`src/rtl/smba_pkg.sv`:
```
// Package: shared constants, state type and the four-bit population count
// used by the stack mapping bit analyzer.
package smba_pkg;

    localparam int STACKS = 4;

    typedef enum logic [1:0] {
        ST_IDLE  = 2'd0,
        ST_LEARN = 2'd1,
        ST_DONE  = 2'd2
    } smba_state_t;

    // Number of stacks marked in a touched-stack mask.
    function automatic logic [2:0] pop4(input logic [STACKS-1:0] m);
        return 3'(m[0]) + 3'(m[1]) + 3'(m[2]) + 3'(m[3]);
    endfunction

endpackage

```
`src/rtl/smba_lane.sv`:
```
// Module: one candidate mapping. Keeps the touched-stack mask of the open
// instance and a saturating total of distinct stacks per closed instance.
// Assumes the controller asserts learn_i only during a session; clear_i wins.
module smba_lane
    import smba_pkg::*;
#(
    parameter int ACC_W = 20
) (
    input  logic             clk,
    input  logic             rst_n,
    input  logic             clear_i,
    input  logic             learn_i,
    input  logic             begin_i,
    input  logic             end_i,
    input  logic             valid_i,
    input  logic [1:0]       pair_i,
    output logic [ACC_W-1:0] acc_o
);

    localparam logic [ACC_W-1:0] ACC_MAX = '1;

    logic [STACKS-1:0] mask_q;
    logic [STACKS-1:0] mask_nxt;
    logic [ACC_W-1:0]  acc_q;
    logic [ACC_W:0]    sum;

    // Mask for this cycle: restart on begin, add the decoded stack of an access.
    always_comb begin
        mask_nxt = begin_i ? '0 : mask_q;
        if (valid_i) mask_nxt = mask_nxt | (STACKS'(1) << pair_i);
    end

    assign sum = {1'b0, acc_q} + (ACC_W+1)'(pop4(mask_nxt));

    // Mask and total registers, cleared on reset and on session start.
    always_ff @(posedge clk) begin
        if (!rst_n || clear_i) begin
            mask_q <= '0;
            acc_q  <= '0;
        end else if (learn_i) begin
            mask_q <= end_i ? '0 : mask_nxt;
            if (end_i) acc_q <= sum[ACC_W] ? ACC_MAX : sum[ACC_W-1:0];
        end
    end

    assign acc_o = acc_q;

    // a total never falls within a session
    p_acc_monotone_r5: assert property (@(posedge clk) disable iff (!rst_n)
        (!clear_i) |=> (acc_q >= $past(acc_q)));

    // a saturated total stays saturated
    p_sat_hold_r5: assert property (@(posedge clk) disable iff (!rst_n)
        (acc_q == ACC_MAX && !clear_i) |=> (acc_q == ACC_MAX));

    // one instance adds at most four stacks
    p_step_bound_r4: assert property (@(posedge clk) disable iff (!rst_n)
        (!clear_i) |=> ({1'b0, acc_q} <= {1'b0, $past(acc_q)} + (ACC_W+1)'(4)));

    // an instance without accesses leaves the total unchanged
    p_empty_end_r9: assert property (@(posedge clk) disable iff (!rst_n)
        (learn_i && end_i && !valid_i && !clear_i && (begin_i || mask_q == '0))
        |=> $stable(acc_q));

    // outside a session nothing moves
    p_idle_hold_r8: assert property (@(posedge clk) disable iff (!rst_n)
        (!learn_i && !clear_i) |=> ($stable(acc_q) && $stable(mask_q)));

endmodule

```
`src/rtl/smba_argmin.sv`:
```
// Module: combinational search for the candidate with the smallest total.
// Scans upward and replaces only on a strictly smaller value, so ties keep
// the lowest index. Assumes NUM_MAPS >= 2.
module smba_argmin #(
    parameter int NUM_MAPS = 10,
    parameter int ACC_W    = 20,
    parameter int SEL_W    = $clog2(NUM_MAPS)
) (
    input  logic [NUM_MAPS-1:0][ACC_W-1:0] acc_i,
    output logic [SEL_W-1:0]               sel_o
);

    logic [ACC_W-1:0] best;

    // Linear scan for the lowest total, ties resolved toward index 0.
    always_comb begin
        best  = acc_i[0];
        sel_o = '0;
        for (int i = 1; i < NUM_MAPS; i++) begin
            if (acc_i[i] < best) begin
                best  = acc_i[i];
                sel_o = SEL_W'(i);
            end
        end
    end

endmodule

```
`src/rtl/smba_ctrl.sv`:
```
// Module: session sequencer. Captures the sample length on start, counts
// closed instances and freezes the analyzer once the sample is complete.
// Assumes start_i is a one-cycle pulse; a zero length acts as one.
module smba_ctrl
    import smba_pkg::*;
#(
    parameter int CNT_W = 16
) (
    input  logic             clk,
    input  logic             rst_n,
    input  logic             start_i,
    input  logic [CNT_W-1:0] len_i,
    input  logic             end_i,
    output logic             learn_o,
    output logic             done_o
);

    smba_state_t      st_q;
    logic [CNT_W-1:0] cnt_q;
    logic [CNT_W-1:0] len_q;
    logic [CNT_W:0]   len_eff;
    logic [CNT_W:0]   cnt_inc;

    assign len_eff = (len_q == '0) ? (CNT_W+1)'(1) : {1'b0, len_q};
    assign cnt_inc = {1'b0, cnt_q} + (CNT_W+1)'(1);

    // Session state, instance counter and captured length.
    always_ff @(posedge clk) begin
        if (!rst_n) begin
            st_q  <= ST_IDLE;
            cnt_q <= '0;
            len_q <= '0;
        end else if (start_i) begin
            st_q  <= ST_LEARN;
            cnt_q <= '0;
            len_q <= len_i;
        end else if (st_q == ST_LEARN && end_i) begin
            cnt_q <= cnt_inc[CNT_W-1:0];
            if (cnt_inc >= len_eff) st_q <= ST_DONE;
        end
    end

    assign learn_o = (st_q == ST_LEARN);
    assign done_o  = (st_q == ST_DONE);

    // done persists until the next start
    p_done_hold_r8: assert property (@(posedge clk) disable iff (!rst_n)
        (done_o && !start_i) |=> done_o);

    // a start always reopens learning
    p_start_learn_r2: assert property (@(posedge clk) disable iff (!rst_n)
        start_i |=> (learn_o && !done_o));

    // the count never reaches the length while still learning
    p_count_below_r6: assert property (@(posedge clk) disable iff (!rst_n)
        learn_o |-> ({1'b0, cnt_q} < len_eff));

    // done rises only after an accepted end marker
    p_done_after_end_r6: assert property (@(posedge clk) disable iff (!rst_n)
        $rose(done_o) |-> $past(end_i && learn_o));

endmodule

```
`src/rtl/stack_map_analyzer.sv`:
```
// Module: top of the stack mapping bit analyzer. One lane per candidate bit
// pair, a sequencer, and a lowest-total search that drives the result.
// Assumes line_addr_i bit 0 is physical address bit BIT_BASE.
module stack_map_analyzer
    import smba_pkg::*;
#(
    parameter int NUM_MAPS = 10,
    parameter int BIT_BASE = 7,
    parameter int ACC_W    = 20,
    parameter int CNT_W    = 16,
    parameter int IDX_W    = 5
) (
    input  logic                clk,
    input  logic                rst_n,
    input  logic                start_i,
    input  logic [CNT_W-1:0]    sample_len_i,
    input  logic                inst_begin_i,
    input  logic                inst_end_i,
    input  logic                acc_valid_i,
    input  logic [NUM_MAPS:0]   line_addr_i,
    output logic                done_o,
    output logic [IDX_W-1:0]    best_bit_o
);

    localparam int SEL_W = $clog2(NUM_MAPS);

    logic                          learn;
    logic                          done;
    logic [NUM_MAPS-1:0][ACC_W-1:0] acc_all;
    logic [SEL_W-1:0]              sel;

    smba_ctrl #(.CNT_W(CNT_W)) i_ctrl (
        .clk     (clk),
        .rst_n   (rst_n),
        .start_i (start_i),
        .len_i   (sample_len_i),
        .end_i   (inst_end_i),
        .learn_o (learn),
        .done_o  (done)
    );

    // One scoring lane per candidate pair of adjacent address bits.
    for (genvar g = 0; g < NUM_MAPS; g++) begin : g_lane
        smba_lane #(.ACC_W(ACC_W)) i_lane (
            .clk     (clk),
            .rst_n   (rst_n),
            .clear_i (start_i),
            .learn_i (learn),
            .begin_i (inst_begin_i),
            .end_i   (inst_end_i),
            .valid_i (acc_valid_i),
            .pair_i  (line_addr_i[g +: 2]),
            .acc_o   (acc_all[g])
        );

        // the chosen candidate has no larger total than this one
        p_min_pick_r7: assert property (@(posedge clk) disable iff (!rst_n)
            done |-> (acc_all[sel] <= acc_all[g]));

        // every lower-index candidate is strictly worse
        p_tie_low_r7: assert property (@(posedge clk) disable iff (!rst_n)
            (done && (int'(sel) > g)) |-> (acc_all[g] > acc_all[sel]));
    end

    smba_argmin #(.NUM_MAPS(NUM_MAPS), .ACC_W(ACC_W), .SEL_W(SEL_W)) i_argmin (
        .acc_i (acc_all),
        .sel_o (sel)
    );

    // Result is the low bit of the winning pair, zero while not frozen.
    assign best_bit_o = done ? IDX_W'(BIT_BASE + int'(sel)) : '0;
    assign done_o     = done;

    // the reported bit is stable while frozen
    p_best_stable_r8: assert property (@(posedge clk) disable iff (!rst_n)
        (done && !start_i) |=> $stable(best_bit_o));

endmodule

```
`config.mk`:
```
export PLATFORM = sky130hd
export DESIGN_NAME = stack_map_analyzer
export DESIGN_NICKNAME = d
export VERILOG_FILES = /design/src/rtl/smba_pkg.sv /design/src/rtl/smba_lane.sv /design/src/rtl/smba_argmin.sv /design/src/rtl/smba_ctrl.sv /design/src/rtl/stack_map_analyzer.sv
export SDC_FILE = /design/constraint.sdc
export NUM_CORES = 1
export LEC_CHECK = 0
export ABC_CLOCK_PERIOD_IN_PS = 24300
export BUFFER_PORTS_ARGS = -buffer_cell sky130_fd_sc_hd__buf_2
export CORE_MARGIN = 5
export CORE_UTILIZATION = 45
export CTS_CLUSTER_DIAMETER = 40
export CTS_CLUSTER_SIZE = 14
export DETAILED_ROUTE_END_ITERATION = 10
export GPL_ROUTABILITY_DRIVEN = 0
export PLACE_DENSITY = 0.73
export SYNTH_ARGS = -nofsm -noshare
export SYNTH_HDL_FRONTEND = slang
export SYNTH_SLANG_ARGS = --single-unit
```
`constraint.sdc`:
```
create_clock -name clk -period 24.3 [get_ports clk]
set_input_delay 1.215 -clock clk [delete_from_list [all_inputs] [get_ports clk]]
set_output_delay 1.215 -clock clk [all_outputs]
set_load 0.02 [all_outputs]
```
# --- Word-level counts from Yosys, hierarchy flattened ---
# Cells that the tools add are included.
word_totals:
  regBits: 274
  latch_bits: 0
  mem_bits_rw: 0
  romBits: 0
  in_bits: 33
  output_inout_bits: 6
  elab_cells: 171
  n_memories: 0
op_classes:
  add_sub_neg: 42
  multipliers: 0
  div_mod_pow: 0
  order_cmp: 10
  n_eq_ne: 2
  shift: 10
  mux: 62
  bitwise_logic: 11
  reduce_logical: 10
op_table:
  columns: ["operator", "count"]
  rows:
  - ["$mux 20", 18]
  - ["$add 20x3->21", 10]
  - ["$lt 20x20->1", 9]
  - ["$mux 4", 32]
  - ["$add 3x1->3", 20]
  - ["$or 4x4->4", 10]
  - ["$shl 1x2->4 const A", 10]
  - ["$add 1x1->2", 10]
  - ["$add 16x1->17 const B", 1]
  - ["$ge 17x17->1", 1]
  - ["$logic_not 16->1", 1]
  - ["$mux 16", 1]
  - ["$mux 3", 4]
  - ["$reduce_and 2->1", 3]
  - ["$add 3x4->5 const A", 1]
  - ["$mux 5", 1]
  - ["$mux 1", 4]
  - ["$mux 2", 2]
  - ["$reduce_bool 2->1", 2]
  - ["$eq 2x1->1 const B", 1]
  - ["$eq 2x2->1 const B", 1]
  - ["$reduce_or 2->1", 1]
  - ["$logic_and 1x1->1", 1]
  - ["$logic_not 1->1", 1]
  - ["other kinds (2)", 2]

# --- Logic depth before layout (Yosys ltp) ---
# Gate-level depths: netlist of the first run.
logic_depth:
  ltp_word: 20
  mapped_depth: 139
  depth_no_buf: 124

# --- Hierarchy ---
# Synthesis of the first run repeated with hierarchy kept, for this count alone.
hier_totals:
  hier_cells: 2627
  area_unflattened_um2: 21839.7
modules_own_cells:
  columns: ["module", "n_inst", "cells_each", "area_per_inst_um2", "seq_area_each_um2"]
  rows:
  - ["smba_lane", 10, 151, 1297.5, 480.5]
  - ["smba_argmin", 1, 872, 6693.9, 0.0]
  - ["smba_ctrl", 1, 232, 2084.5, 680.7]
  - ["stack_map_analyzer", 1, 13, 86.3, 0.0]

# --- Least setup slack after synthesis of the first run ---
# Ideal clock, no wire load.
synth_path:
  path_kind: "register to output"
  start: "register g_lane[0].i_lane.acc_q[6]"
  end: "output port best_bit_o[2]"
  arrival_time_ns: 23.891
  t_required_ns: 23.085
  path_slack_ns: -0.806
  path_stages_with_launch: 134
  n_path_buf: 16
  cell_sequence: "dfxtp_1 clkbuf_1 inv_1 ha_1 nand4_1 or4_1 o32a_1 nand3_2 buf_1 buf_1 mux2i_1 ha_1 a2111oi_0 o21ai_0 a221oi_1 o21ai_0 mux2i_1 nand2_2 [... 98 more ...] a21o_1 a21oi_1 nor2b_1 o21ai_0 nand2b_1 a21oi_1 nor2b_1 o21ai_0 nand2b_1 a221o_1 a21o_1 a21oi_1 and2_1 a31o_2 nor2_1 ha_1 nand2b_1 mux2i_1"
synth_between:
  elab_chain_cells: 20
  word_cells_on_any_way: 28
  classes_between: "1 x add/sub; 9 x order compare; 18 x mux"
synth_lines:
  columns: ["element", "line_no", "source"]
  rows:
  - ["start: declaration", "smba_lane.sv:24", "logic [ACC_W-1:0] acc_q;"]
  - ["start signal: assignment", "smba_lane.sv:42", "if (end_i) acc_q <= sum[ACC_W] ? ACC_MAX : sum[ACC_W-1:0];"]
  - ["$lt 20x20->1", "smba_argmin.sv:20", "if (acc_i[i] < best) begin"]
  - ["$mux 20", "smba_argmin.sv:20", null]
  - ["$lt 20x20->1", "smba_argmin.sv:20", null]
  - ["$mux 20", "smba_argmin.sv:20", null]
  - ["$lt 20x20->1", "smba_argmin.sv:20", null]
  - ["$mux 20", "smba_argmin.sv:20", null]
  - ["$lt 20x20->1", "smba_argmin.sv:20", null]
  - ["$mux 20", "smba_argmin.sv:20", null]
  - ["[... 4 more ...]", null, null]
  - ["$lt 20x20->1", "smba_argmin.sv:20", null]
  - ["$mux 20", "smba_argmin.sv:20", null]
  - ["$lt 20x20->1", "smba_argmin.sv:20", null]
  - ["$mux 20", "smba_argmin.sv:20", null]
  - ["$lt 20x20->1", "smba_argmin.sv:20", null]
  - ["$mux 4 (*)", "smba_argmin.sv:20", null]
  - ["$add 3x4->5 (*)", "stack_map_analyzer.sv:71", "assign best_bit_o = done ? IDX_W'(BIT_BASE + int'(sel)) : '0;"]
  - ["$mux 5 (*)", "stack_map_analyzer.sv:71", null]
  - ["end: declaration", "stack_map_analyzer.sv:22", "output logic [IDX_W-1:0] best_bit_o"]
# Every way passes the cells marked *; elsewhere a longest branch is shown, timed or not.

# --- Worst setup path in the final report of the first run ---
layout_path:
  start: "register g_lane[0].i_lane.acc_q[14]"
  end: "output port best_bit_o[2]"
# The elaborated chain is that of the path after synthesis.

==> out/metrics.csv, run 1 <==
stage,metric,value,unit
timing,final.setup_skew,0.0203,ns
global_routing,largest_net_degree_at_the_start_of_global_routing,110,
floorplanning,io-pin-count,39,
routing,detail_route.vias_per_cell,5.95,
clocking,cts.htree.levels,2,
timing,max_clock_freq,42.6,MHz
logic_synthesis,post_synth_instance_area,0.0204,mm^2
routing,dr_total_vias,19048,
routing,detailedRoute.firstPassIterationCount,6,
min_path,hold_path_class,flop to flop,
timing,hold_violations,0,
logic_synthesis,yosysTopAreaCell,dfxtp_1,
timing,slew-limit-headroom,15.8,%
logic_synthesis,postSynth.asyncResetShare,0,%
clocking,number_of_buffers_created_by_cts,52,
power,share_seq_of_total_power,22.1,%
logic_synthesis,synth-edff-count,0,
timing,period_share,96.5,%
clocking,clock_path_buffers,3,
final_layout,synthToLayoutAreaGrowth,18.4,%
floorplanning,die_height,223,um
final_layout,drive_above_1_share,15.5,%
floorplanning,chipWidth,223,um
logic_synthesis,synth_seq_area_share,26.9,%
floorplanning,placeableCoreArea,0.0451,mm^2
logic_synthesis,mappedNetlistNets,2773,
placed_design,post-dp-hpwl,40.2,mm
power,combPwrFrac,41.8,%
setup_path,cp_slowest_cell,o41a_4,
setup_path,endpoint_kind,output pin,
setup_path,crit_path_max_fanout,12,
clocking,cts_sinks,274,
routing,antenna_violating_nets_post_route,0,
power,power.share.switching,37.2,%
global_routing,grt.overflow.total,0,
power,leakage,10.0,nW
power,p_sw,0.769,mW
final_layout,utilization,53.6,%
setup_path,critical_path.startpoint_type,flop,
routing,detail_route.wirelength,56.8,mm
timing,final_critical_delay_including_setup_and_external_delays,23.46,ns
logic_synthesis,average_cell_area_after_synthesis,8.21,um^2
clocking,ctsRootBufferMaster,clkbuf_16,
floorplanning,die_area,0.0497,mm^2
timing,setup-tns-final,0,ns
floorplanning,starting_density,45.3,%
floorplanning,standard_cell_rows,78,
logic_synthesis,synth_cell_types,90,
timing,worstMarginPinSlew,1.26,ns
routing,drt_first_iter_violations,1502,
power,power_report.internal_total,1.30,mW
global_routing,grt_first_pass_wirelength,90.9,mm
routing,drt-wirelength-per-cell,17.7,um
setup_path,worst_ep_arrival_time,22.24,ns
global_routing,grt.total_usage,21.3,%
global_routing,number_of_antenna_violations_at_the_first_check_in_global_routing,0,
flow_run,drv_cap,0,
logic_synthesis,synth.area.top_cells,"dfxtp_1 27%, ha_1 14%, a21oi_1 6.3%, xor2_1 4.3%, nor2_1 3.9%",
logic_synthesis,ys_top_cells_by_count,"274 x dfxtp_1, 255 x a21oi_1, 233 x ha_1",
placed_design,numPortBuffers,38,
routing,route.detailed.drc,0,
clocking,clk_transition_reported_paths,0.06,ns
placed_design,dpl_cell_area,0.0213,mm^2
logic_synthesis,post-synth-top-area-fraction,26.9,%
clocking,cts-hold-fix-buffers,0,
power,cell_pwr_density,85.6,mW/mm^2
final_layout,nets,2843,
logic_synthesis,cells_after_synthesis,2487,
timing,final-setup-viol-count,0,
setup_path,cp_common_cell,a21o_1,
logic_synthesis,ys_ff_latch,274,
status,run_status,"complete, no violations",
final_layout,finish.instance_area,0.0242,mm^2
clocking,cts_tree,built,
timing,timing.final.max_slew_violations,0,
setup_path,cp.required,23.08,ns
logic_synthesis,synth-warning-count,0,
logic_synthesis,ys_dominant_reg_cell,dfxtp_1,
clocking,clkLatencyLatePin,0.59,ns
logic_synthesis,post-synth-top-count-cell,dfxtp_1,
setup_path,critPathKind,flop to output pin,
global_routing,grt_pass1_vias,18503,
power,irDropWorstVdd,0.0927,mV
setup_path,slowest_delay,0.55,ns
final_layout,antenna-diode-count,0,
power,clock_power_share,36.1,%
==> path summary, 6_finish.rpt <==
path	startpoint	endpoint	slack, ns	cells past startpoint
setup / recovery	g_lane[0].i_lane.acc_o[14]	best_bit_o[2]	0.84	120
hold / removal	i_ctrl.cnt_q[1]	i_ctrl.cnt_q[1]	0.49	2
setup reg to reg	g_lane[4].i_lane.mask_q[0]	g_lane[4].i_lane.acc_o[1]	20.37	13
hold reg to reg	i_ctrl.cnt_q[1]	i_ctrl.cnt_q[1]	0.49	2
==> power by group through the flow <==
stage | sequential (mW) | clock (mW) | combinational, mW
after global routing | 0.457 | 0.780 | 0.945
final | 0.457 | 0.747 | 0.864
after CTS | 0.457 | 0.757 | 0.746
after detailed placement | 0.466 | 0 | 0.707
after global placement | 0.466 | 0 | 0.689
after floorplan | 0.465 | 0 | 0.568
==> critical path: cells and delay by family (launching register included) <==
kind / cells / cell delay (ns)
DFF: 1 / 0.35
AOI/OAI and AO/OA: 55 / 9.90
buffers and inverters: 14 / 1.86
and+or+nand+nor: 34 / 5.62
adders and majority gates: 10 / 2.46
muxes: 7 / 1.45
==> stage by stage <==
step	worst slack [ns]	total power, mW	instances	hold slack (ns)
after floorplan	0.00769	1.03	2487	0.454
after global placement	0.120	1.16	3062	0.463
after detailed placement	-0.910	1.17	3062	0.478
after CTS	0.0252	1.96	3169	0.488
after global routing	-0.506	2.18	3200	0.518
final	0.840	2.07	3200	0.486
==> kinds of logic (layout without fill, tap and decap cells) <==
kind of cell               count (synthesis)  after routing  share of synthesized area [%]
muxes                                     99             99                           5.44
adders and majority gates                255            255                           16.3
AOI/OAI and AO/OA                        645            646                           20.2
DFF                                      274            274                           26.9
xor gates and xnor gates                 163            163                           6.99
and+or+nand+nor                          768            771                           18.7
buffers and inverters                    283            392                           5.44
==> layer usage <==
layer	vias up	share of wire [%]	track usage, %	routed length, um
met2	636	48	36.3	27300
li1	9120	-	-	-
met5	-	0	0	0
met3	156	6.0	3.46	3420
met1	9136	43	27.6	24300
met4	0	3.0	7.15	1700
==> cell usage in the layout, fill, tap and decap left out, types with 12 or more instances in the layout <==
| master | Yosys | layout |
|---|---|---|
| buf_2 | 4 | 37 |
| and2_1 | 17 | 14 |
| xor2_1 | 100 | 100 |
| or3_1 | 13 | 13 |
| a21oi_2 | 0 | 16 |
| and3_1 | 53 | 53 |
| mux2i_2 | 13 | 17 |
| o21ai_0 | 88 | 72 |
| mux2_2 | 22 | 21 |
| a31oi_1 | 28 | 28 |
| o21ai_1 | 2 | 12 |
| and4_1 | 16 | 15 |
| nand4_1 | 59 | 59 |
| mux2i_1 | 60 | 43 |
| clkbuf_16 | 0 | 53 |
| nor3_1 | 43 | 41 |
| buf_4 | 1 | 70 |
| a22oi_1 | 42 | 40 |
| nor4_1 | 20 | 18 |
| nor2_1 | 210 | 199 |
| ha_1 | 233 | 224 |
| nand2b_1 | 31 | 29 |
| nand3_1 | 76 | 76 |
| mux2i_4 | 3 | 16 |
| nor2b_1 | 44 | 41 |
| dfxtp_1 | 274 | 268 |
| nand2_1 | 159 | 152 |
| fa_1 | 20 | 20 |
| o22ai_1 | 34 | 34 |
| a21o_1 | 67 | 67 |
| inv_1 | 174 | 172 |
| a211oi_1 | 23 | 22 |
| o221a_2 | 22 | 22 |
| a21oi_1 | 255 | 235 |
| xnor2_1 | 63 | 63 |
==> registers in the layout (all words and copies together), names as in the netlist <==
register / count
g_lane.i_lane.acc_o: 200
g_lane.i_lane.mask_q: 40
i_ctrl.cnt_q: 16
i_ctrl.len_q: 16
i_ctrl.st_q: 2
==> final cells by class <==
| type | instances | area, um^2 |
|---|---|---|
| Clock buffer | 61 | 1350 |
| Fill cell | 4001 | 20900 |
| Sequential cell | 274 | 5490 |
| Multi-Input combinational cell | 1934 | 14600 |
| Timing Repair Buffer | 121 | 912 |
| Clock inverter | 36 | 447 |
| Tap cell | 600 | 751 |
| Inverter | 174 | 653 |
==> timing repair <==
item                       in CTS  in global routing
setup buffers                   9                 27
setup endpoints to repair       5                  5
cloned                          1                  4
pin swaps                       4                 32
resized for setup              24                145
Power figures use the tool's default switching activity.
==> run 2: changes to the inputs <==
--- a/config.mk
+++ b/config.mk
@@ -14,6 +14,8 @@
 export DETAILED_ROUTE_END_ITERATION = 10
 export GPL_ROUTABILITY_DRIVEN = 0
 export PLACE_DENSITY = 0.73
+export RECOVER_POWER = 25
+export SETUP_SLACK_MARGIN = 0.15
 export SYNTH_ARGS = -nofsm -noshare
 export SYNTH_HDL_FRONTEND = slang
 export SYNTH_SLANG_ARGS = --single-unit
==> out/metrics.csv, run 2 (synthesis gave the netlist of run 1 again) <==
stage,metric,value,unit
global_routing,largest_net_degree_at_the_start_of_global_routing,104,
timing,worstMarginPinSlew,4.70,ns
setup_path,cp_common_cell,a21o_1,
floorplanning,die_area,0.0497,mm^2
timing,hold_violations,0,
clocking,number_of_buffers_created_by_cts,47,
setup_path,cp.required,23.08,ns
timing,slew-limit-headroom,-213,%
status,violated_checks,"max-capacitance violations, max-slew violations",
clocking,clock_path_buffers,3,
global_routing,grt_first_pass_wirelength,90.1,mm
timing,final_critical_delay_including_setup_and_external_delays,23.51,ns
setup_path,worst_ep_arrival_time,22.29,ns
final_layout,synthToLayoutAreaGrowth,16.7,%
final_layout,layout.cells.most_common_list,"267 x dfxtp_1, 237 x a21oi_1, 224 x ha_1",
clocking,clk_transition_reported_paths,0.05,ns
placed_design,numPortBuffers,38,
timing,setup-tns-final,0,ns
status,run_status,finished with violations,
placed_design,dpl_cell_area,0.0212,mm^2
setup_path,rr_endpoint,g_lane[0].i_lane.acc_o[10],
final_layout,antenna-diode-count,0,
setup_path,reg2reg_from,g_lane[0].i_lane.mask_q[0],
power,power_report.internal_total,1.25,mW
setup_path,slowest_delay,0.60,ns
setup_path,crit_path_max_fanout,11,
setup_path,endpoint_kind,output pin,
global_routing,grt.total_usage,21.2,%
routing,detailedRoute.firstPassIterationCount,6,
final_layout,finish.instance_area,0.0238,mm^2
timing,final.setup_skew,0.0211,ns
setup_path,critPathKind,flop to output pin,
clocking,ctsRootBufferMaster,clkbuf_16,
min_path,hold_path_class,flop to flop,
final_layout,number_of_flip_flops_in_the_largest_register,200,
clocking,clkLatencyLatePin,0.58,ns
routing,antenna_violating_nets_post_route,0,
placed_design,post-dp-hpwl,39.9,mm
power,combPwrFrac,43.1,%
floorplanning,chipWidth,223,um
routing,drt-wirelength-per-cell,17.8,um
final_layout,drive_above_1_share,14.1,%
final_layout,stdcell_count,3175,
timing,worst_hold_slack,0.509,ns
clocking,cts.htree.levels,2,
routing,dr_total_vias,18887,
global_routing,grt.overflow.total,0,
floorplanning,standard_cell_rows,78,
setup_path,cp_slowest_cell,or4_4,
setup_path,worstRegToRegCells,10,
setup_path,critical_path.startpoint_type,flop,
power,p_sw,0.755,mW
timing,max_clock_freq,42.5,MHz
power,power.share.switching,37.7,%
global_routing,grt_pass1_vias,18375,
min_path,hold-path-cell-count,2,
placed_design,placed_cells,3050,
floorplanning,io-pin-count,39,
clocking,cts_tree,built,
timing,timing.final.max_slew_violations,224,
floorplanning,die_height,223,um
final_layout,mostFrequentLayoutCell,dfxtp_1,
power,share_seq_of_total_power,22.8,%
routing,detail_route.vias_per_cell,5.95,
floorplanning,starting_density,45.3,%
setup_path,r2r_slack,20.11,ns
power,clock_power_share,34.1,%
routing,route.detailed.drc,0,
floorplanning,placeableCoreArea,0.0451,mm^2
flow_run,drv_cap,3,
min_path,min-delay-start,g_lane[8].i_lane.mask_q[2],
global_routing,number_of_antenna_violations_at_the_first_check_in_global_routing,0,
timing,period_share,96.7,%
min_path,timing.hold.worst_endpoint,g_lane[8].i_lane.mask_q[2],
power,irDropWorstVdd,0.0910,mV
routing,drt_first_iter_violations,1443,
clocking,cts_sinks,274,
routing,detail_route.wirelength,56.4,mm
power,leakage,9.87,nW
timing,final-setup-viol-count,0,
power,cell_pwr_density,84.1,mW/mm^2
final_layout,nets,2823,
run 2: changes by cell type in the layout (fill, tap and decap cells not counted), moves of 3 or more:
cell,previous run,this run
mux2i_4,16,13
inv_8,1,4
buf_6,9,3
inv_6,10,7
o21ai_1,12,17
buf_4,70,57
run 2: critical path: cells and delay by family (launching register included):
kind                     cells  cell delay (ns)
AO/OA/AOI/OAI               50             9.35
adder cells (fa/ha/maj)     10             2.81
flip-flops                   1             0.37
multiplexers                 7             1.86
AND/OR/NAND/NOR             34             5.41
buffers and inverters       13             1.87
run 2: worst max path at each step:
| stage | from | end | cells after the start |
|---|---|---|---|
| 2_1_floorplan | g_lane[0].i_lane.acc_o[6] | best_bit_o[2] | 134 |
| 3_3_place_gp | g_lane[0].i_lane.acc_o[12] | best_bit_o[2] | 123 |
| 3_5_place_dp | g_lane[0].i_lane.acc_o[13] | best_bit_o[2] | 121 |
| 4_1_cts | g_lane[0].i_lane.acc_o[13] | best_bit_o[2] | 123 |
| 5_1_grt | g_lane[0].i_lane.acc_o[4] | best_bit_o[2] | 119 |
| 6_report | g_lane[0].i_lane.acc_o[4] | best_bit_o[2] | 114 |
run 2: timing repair:
action                                  4_1_cts  5_1_grt
setup buffers                                 4       28
endpoints found under the hold margin         0        0
cloned                                        1        5
pin swaps                                     4       36
endpoints found under the setup margin        5        5
hold buffers                                  0        0
resized for setup                            35      113
run 2: final cells by class:
type	count	area, um^2
Clock buffer	55	1250
Clock inverter	32	378
Fill cell	4082	21300
Inverter	174	653
Multi-Input combinational cell	1932	14500
Sequential cell	274	5490
Tap cell	600	751
Timing Repair Buffer	108	837
run 2: power groups by stage:
stage	clock [mW]	sequential [mW]	combinational [mW]
after global routing	0.713	0.457	0.940
after detailed placement	0	0.466	0.712
final	0.683	0.457	0.865
after floorplan	0	0.465	0.568
after global placement	0	0.466	0.687
after CTS	0.694	0.457	0.747
run 2: stage by stage:
step,power (mW),setup WS [ns],util (%)
after floorplan,1.03,0.167,-
after global placement,1.15,0.0513,47.0
after detailed placement,1.18,-0.679,47.0
after CTS,1.90,0.152,51.0
after global routing,2.11,-0.181,52.8
final,2.00,0.794,52.8
run 2: layer usage:
metal,wire length (um),up-vias,global-route usage (%),share of wire (%)
met3,3220,131,2.82,5.7
met5,0,-,0,0
met4,1520,0,7.02,2.7
met2,27300,618,37.0,48
li1,-,9084,-,-
met1,24300,9054,27.1,43
